--- src/rtl/corr_pred_pkg.sv ---
package corr_pred_pkg;
  localparam int unsigned MAX_CTR_W = 8;

  // saturating up/down step for a counter of width w (w <= MAX_CTR_W)
  function automatic logic [MAX_CTR_W-1:0] sat_step(
    input logic [MAX_CTR_W-1:0] v,
    input logic                 up,
    input int unsigned          w
  );
    logic [MAX_CTR_W-1:0] top;
    top = (MAX_CTR_W'(1) << w) - MAX_CTR_W'(1);
    if (up) return (v == top) ? v : v + MAX_CTR_W'(1);
    else    return (v == '0)  ? v : v - MAX_CTR_W'(1);
  endfunction
endpackage

--- src/rtl/corr_pred_hist.sv ---
module corr_pred_hist #(
  parameter int HIST_W = 2,
  parameter int HistPw = 2
) (
  input  logic              clk_i,
  input  logic              rst_ni,
  input  logic              shift_i,
  input  logic              bit_i,
  output logic [HistPw-1:0] hist_o
);
  if (HIST_W == 0) begin : g_none
    assign hist_o = '0;
  end else if (HIST_W == 1) begin : g_one
    always_ff @(posedge clk_i or negedge rst_ni) begin
      if (!rst_ni)      hist_o <= '0;
      else if (shift_i) hist_o <= bit_i;
    end
  end else begin : g_multi
    always_ff @(posedge clk_i or negedge rst_ni) begin
      if (!rst_ni)      hist_o <= '0;
      else if (shift_i) hist_o <= {hist_o[HIST_W-2:0], bit_i};
    end
  end
endmodule

--- src/rtl/corr_pred_idx.sv ---
module corr_pred_idx #(
  parameter int HIST_W = 2,
  parameter int HistPw = 2,
  parameter int ADDR_W = 4,
  parameter int IDX_W  = 6
) (
  input  logic [HistPw-1:0] hist_i,
  input  logic [ADDR_W-1:0] addr_i,
  output logic [IDX_W-1:0]  idx_o
);
  if (HIST_W == 0) begin : g_addr_only
    logic unused_hist;
    assign unused_hist = ^hist_i;
    assign idx_o = addr_i;
  end else begin : g_concat
    assign idx_o = {hist_i[HIST_W-1:0], addr_i};
  end
endmodule

--- src/rtl/corr_pred_tbl.sv ---
module corr_pred_tbl
  import corr_pred_pkg::*;
#(
  parameter int IDX_W = 6,
  parameter int CTR_W = 2
) (
  input  logic             clk_i,
  input  logic             rst_ni,
  input  logic [IDX_W-1:0] rd_idx_i,
  output logic             rd_msb_o,
  input  logic             wr_en_i,
  input  logic [IDX_W-1:0] wr_idx_i,
  input  logic             wr_up_i
);
  localparam int ENTRIES = 1 << IDX_W;
  localparam logic [CTR_W-1:0] INIT = CTR_W'((1 << (CTR_W - 1)) - 1);

  logic [CTR_W-1:0] mem [ENTRIES];
  logic [CTR_W-1:0] wr_next;
  logic [MAX_CTR_W-1:0] step_full;

  assign step_full = sat_step(MAX_CTR_W'(mem[wr_idx_i]), wr_up_i, CTR_W);
  assign wr_next   = step_full[CTR_W-1:0];
  assign rd_msb_o  = mem[rd_idx_i][CTR_W-1]; // old value on same-cycle hit

  always_ff @(posedge clk_i or negedge rst_ni) begin
    if (!rst_ni) begin
      for (int i = 0; i < ENTRIES; i++) mem[i] <= INIT;
    end else if (wr_en_i) begin
      mem[wr_idx_i] <= wr_next;
    end
  end

  logic unused_step;
  assign unused_step = ^step_full;
endmodule

--- src/rtl/corr_pred.sv ---
module corr_pred #(
  parameter int HIST_W = 2,
  parameter int CTR_W  = 2,
  parameter int ADDR_W = 4,
  localparam int HistPw = (HIST_W > 0) ? HIST_W : 1
) (
  input  logic              clk_i,
  input  logic              rst_ni,
  input  logic [ADDR_W-1:0] lk_addr_i,
  output logic              pred_o,
  output logic [HistPw-1:0] hist_o,
  input  logic              upd_valid_i,
  input  logic [ADDR_W-1:0] upd_addr_i,
  input  logic [HistPw-1:0] upd_hist_i,
  input  logic              upd_taken_i
);
  localparam int IDX_W = HIST_W + ADDR_W;

  logic [IDX_W-1:0] lk_idx, upd_idx;

  corr_pred_hist #(.HIST_W(HIST_W), .HistPw(HistPw)) u_hist (
    .clk_i(clk_i), .rst_ni(rst_ni),
    .shift_i(upd_valid_i), .bit_i(upd_taken_i), .hist_o(hist_o)
  );

  corr_pred_idx #(.HIST_W(HIST_W), .HistPw(HistPw), .ADDR_W(ADDR_W), .IDX_W(IDX_W)) u_lk_idx (
    .hist_i(hist_o), .addr_i(lk_addr_i), .idx_o(lk_idx)
  );

  corr_pred_idx #(.HIST_W(HIST_W), .HistPw(HistPw), .ADDR_W(ADDR_W), .IDX_W(IDX_W)) u_upd_idx (
    .hist_i(upd_hist_i), .addr_i(upd_addr_i), .idx_o(upd_idx)
  );

  corr_pred_tbl #(.IDX_W(IDX_W), .CTR_W(CTR_W)) u_tbl (
    .clk_i(clk_i), .rst_ni(rst_ni),
    .rd_idx_i(lk_idx), .rd_msb_o(pred_o),
    .wr_en_i(upd_valid_i), .wr_idx_i(upd_idx), .wr_up_i(upd_taken_i)
  );
endmodule

--- config.mk ---
export PLATFORM = sky130hd
export DESIGN_NAME = corr_pred
export DESIGN_NICKNAME = d
export VERILOG_FILES = /design/src/rtl/corr_pred_pkg.sv /design/src/rtl/corr_pred_hist.sv /design/src/rtl/corr_pred_idx.sv /design/src/rtl/corr_pred_tbl.sv /design/src/rtl/corr_pred.sv
export SDC_FILE = /design/constraint.sdc
export NUM_CORES = 1
export LEC_CHECK = 0
export BUFFER_PORTS_ARGS = -buffer_cell sky130_fd_sc_hd__buf_4
export CAP_MARGIN = 10
export CORE_MARGIN = 1.5
export CORE_UTILIZATION = 35
export DETAILED_ROUTE_END_ITERATION = 10
export PLACE_DENSITY_LB_ADDON = 0.12
export REMOVE_ABC_BUFFERS = 1
export SLEW_MARGIN = 0
export SYNTH_ARGS = -nofsm -noshare
export SYNTH_HDL_FRONTEND = slang
export SYNTH_SLANG_ARGS = --single-unit
--- constraint.sdc ---
create_clock -name clk_i -period 3 [get_ports clk_i]
set_input_delay 0.15 -clock clk_i [delete_from_list [all_inputs] [get_ports clk_i]]
set_output_delay 0.15 -clock clk_i [all_outputs]
set_load 0.02 [all_outputs]
==> flow_results.org <==
** Run status
- Run status :: complete, no violations

** Pwr
- Power spread over the standard cell area amounts to roughly 600 nW/um2.
- Leakage dissipation :: between 3 and 4 nW
- Summing internal, switching and leakage power gives about 6.2 mW.
- VDD IR max :: 0.277 mV

** Setup path
- Largest fanout on the critical path :: 3
- Worst reg2reg endpoint :: u_tbl.mem[37]
- At the worst endpoint, the arrival time is 2.56 ns.
- For the worst flop-to-flop path, the logic depth is 7.
- In this run the critical register-to-register path is launched from u_tbl.mem[103].
- Among all stages on the critical path, the largest delay is contributed by sky130_fd_sc_hd__mux4_2.
- STA puts the critical path data required time at about 2.9 ns.
- The critical path starts at u_tbl.mem[33].
- The worst setup path is launched from a register.
- The most numerous cell type found on the critical path is sky130_fd_sc_hd__mux4_2.
- For this run, the slowest stage of the critical path takes roughly 0.56 ns.
- In this run the worst setup path terminates at pred_o.
- The critical path in this run is classified as register to output pin.
- R2R Setup Slk :: 0.33 ns
- The critical path goes through mux4_2 > mux4_2 > mux4_2 > buf_4.
- The worst setup path is captured at an output pin.

** Clocking
- Worst-skew pair later-pin latency :: 0.42 ns
- The number of setup buffers added after CTS is 0.
- Count of hold buffers inserted by post-cts repair :: 1
- The longest clock path from root to sink contains 2 buffers.
- Post-CTS resize count :: 0
- Clock-pin transition on the worst setup and hold timing paths :: around 0.070 ns
- Number of buffers inserted during clock tree synthesis :: 17
- TritonCTS built the clock tree.
- Level count of the clock H-tree :: 4
- The tree is rooted in a sky130_fd_sc_hd__clkbuf_16.
- Counting every sink on the clock net gives 130.

** Detailed routing
- Number of remaining DRC errors :: 0
- Overall via count from detail_route :: 8647
- Total wire length after detailed routing :: between 30 and 40 mm
- Starting DRC count in detailed routing :: 922
- Post-route antenna net violation count :: 0
- Before antenna repair, the detailed router went through 6 iterations.
- Avg WL per Cell :: 25.4 um
- Post-DR vias/cell :: 6.48

** Synth
- Sequential cell area fraction in the yosys report :: 0.362
- Summing every instance area after synthesis gives 9210 um2.
- Instance count of the mapped netlist :: between 1000 and 1500
- Count of flip-flops with a built-in enable after synthesis :: 0
- Synthesis warning total :: 0
- Most common library cells after synthesis :: sky130_fd_sc_hd__nor2_1, sky130_fd_sc_hd__o22ai_1, sky130_fd_sc_hd__dfrtp_1, sky130_fd_sc_hd__or3_1, sky130_fd_sc_hd__dfstp_2
- Among all cell types in the netlist, the one instantiated most often is sky130_fd_sc_hd__nor2_1.
- Cell taking the most area after synthesis :: sky130_fd_sc_hd__dfstp_2
- Number of different library cells in the post-synthesis netlist :: 59
- A synthesized cell averages about 9.1 um2.
- Synth top area cells :: sky130_fd_sc_hd__dfstp_2, sky130_fd_sc_hd__dfrtp_1, sky130_fd_sc_hd__o22ai_1, sky130_fd_sc_hd__mux4_2, sky130_fd_sc_hd__nor2_1
- Main flop type after synthesis :: sky130_fd_sc_hd__dfrtp_1
- Of the post-synthesis cell area, the dominant cell type holds 0.183.
- After synthesis the netlist holds a flip-flop and latch count of 130.
- Async set-reset flop share out of synthesis :: 1.00

** Timing
- Slew Limit Headroom :: 0.472
- Static timing analysis puts the maximum clock frequency at 369 MHz.
- Setup TNS :: 0 ns
- Setup repair after global routing missed its margin :: no
- Slew Viols, Final :: 0
- Final Hold Viols :: 0
- Clock Skews :: between 0.01 and 0.015 ns
- Number of endpoints failing setup at the final stage :: 0
- Final cycle utilization of the critical path :: 0.902
- Least-Margin Pin Slew :: 0.791 ns
- The worst path needs ~2.7 ns of the cycle, external delays included.

** GRT
- Entering global routing, the biggest net connects 73 pins.
- Total overflow reported by the global router :: 0
- The number of antenna violations at the first check in global routing came to 0.
- Overall Global Routing Usage :: 0.256
- The via count of the first global-routing pass is 8018.
- Wire length of the first global-routing pass :: 51.9 mm

** Cells and area
- Area overhead of the layout relative to synthesis :: 12.8%
- Final cell area excluding filler cells :: a little over 10000 um2
- The final layout contains 1000 nets.
- In the final layout, the share of cells above drive strength 1 is 0.252.
- Number of diodes added for antenna fixing :: 0
- At the end of the flow the core is filled with cells to 0.401.
- The filler cells instantiated in the layout total 2548.

** Floorplan
- In this run the vertical extent of the chip is 165 um.
- For this configuration, the core starts out at a cell density of 0.355.
- The die covers roughly 27000 um2.
- The total area inside the core boundary comes to 25900 um2.
- For this design the top-level I/O count stands at 17.
- The floorplan has 59 rows.
- In this run the horizontal extent of the chip is 165 um.

** Min path
- The worst hold path belongs to the class input port to register.

** Placed design
- Estimated wirelength of the detail-placed design :: between 20 and 25 mm
- Routability-driven placement finished with a final weighted congestion of 0.829.
- The count of buffers added on input and output ports is 16.
- Once placement finished, the instance area stood at 9810 um2.

** Job
- MaxCap Viol Count :: 0
==> logic make-up after synthesis <==
family,count (synthesis),share of synthesized area
AND/OR/NAND/NOR,395,0.203
buffers and inverters,121,0.0596
flip-flops,130,0.362
multiplexers,62,0.116
AO/OA/AOI/OAI,301,0.259
==> where the power goes <==
part	switching (mW)	leakage, nW	internal, mW	total (mW)
registers	0.316	1.52	2.25	2.57
logic	0.917	1.90	0.673	1.59
clock network	0.825	0.273	1.27	2.09
total	2.06	3.69	4.19	6.25
==> critical path, delay by kind of cell, from the launching register on <==
kind                   cells  cell delay, ns
muxes                      3            1.55
DFF                        1            0.40
buffers and inverters      1            0.18
==> routing by layer <==
layer | share of wire | GRT usage | vias to the layer above
met5 | 0 | 0 | -
met4 | 0.013 | 0.0577 | 0
met3 | 0.070 | 0.0504 | 35
met2 | 0.46 | 0.387 | 370
met1 | 0.46 | 0.373 | 4343
li1 | - | - | 3899
==> through the flow <==
step           setup slack [ns]  std cells  hold WS [ns]
3_3_place_gp              0.142       1301         0.257
6_report                  0.293       1334         0.103
4_1_cts                   0.298       1334        0.0921
5_1_grt                   0.150       1334        0.0970
3_5_place_dp              0.196       1301         0.252
2_1_floorplan            -0.520        892        -0.146
==> state kept, by name, summed over array words and instances (netlist names) <==
register / cells
u_tbl.mem: 128
u_hist.hist_o: 2
==> worst min path at each step <==
| stage | from | depth (start not counted) | to |
|---|---|---|---|
| global placement | rst_ni | 1 | u_tbl.mem[87] |
| finish | upd_valid_i | 2 | u_hist.hist_o[1] |
| floorplan | rst_ni | 0 | u_hist.hist_o[0] |
| global route | upd_valid_i | 2 | u_hist.hist_o[1] |
| detailed placement | rst_ni | 1 | u_tbl.mem[87] |
| CTS | upd_valid_i | 2 | u_hist.hist_o[1] |
==> layout make-up <==
class	instances	area, um2	share of cell area
Multi-Input combinational cell	758	5350	0.515
Sequential cell	130	3330	0.321
Timing Repair Buffer	75	694	0.0668
Clock buffer	23	468	0.0450
Tap cell	335	419	0.0403
Clock inverter	9	106	0.0102
Inverter	4	15.0	0.00145
==> cells in the final DEF (no fill, tap or decap), drive strengths merged, types with 10 or more instances in the layout <==
master and instances:
a2111oi 32, a211oi 33, a221oi 35, a22oi 35, buf 74, clkbuf 23
dfrtp 66, dfstp 64, mux2 10, mux2i 17, mux4 35, nand2 49
nand4 32, nor2 204, o22ai 131, or3 65
(Power assumes the default switching activity.)
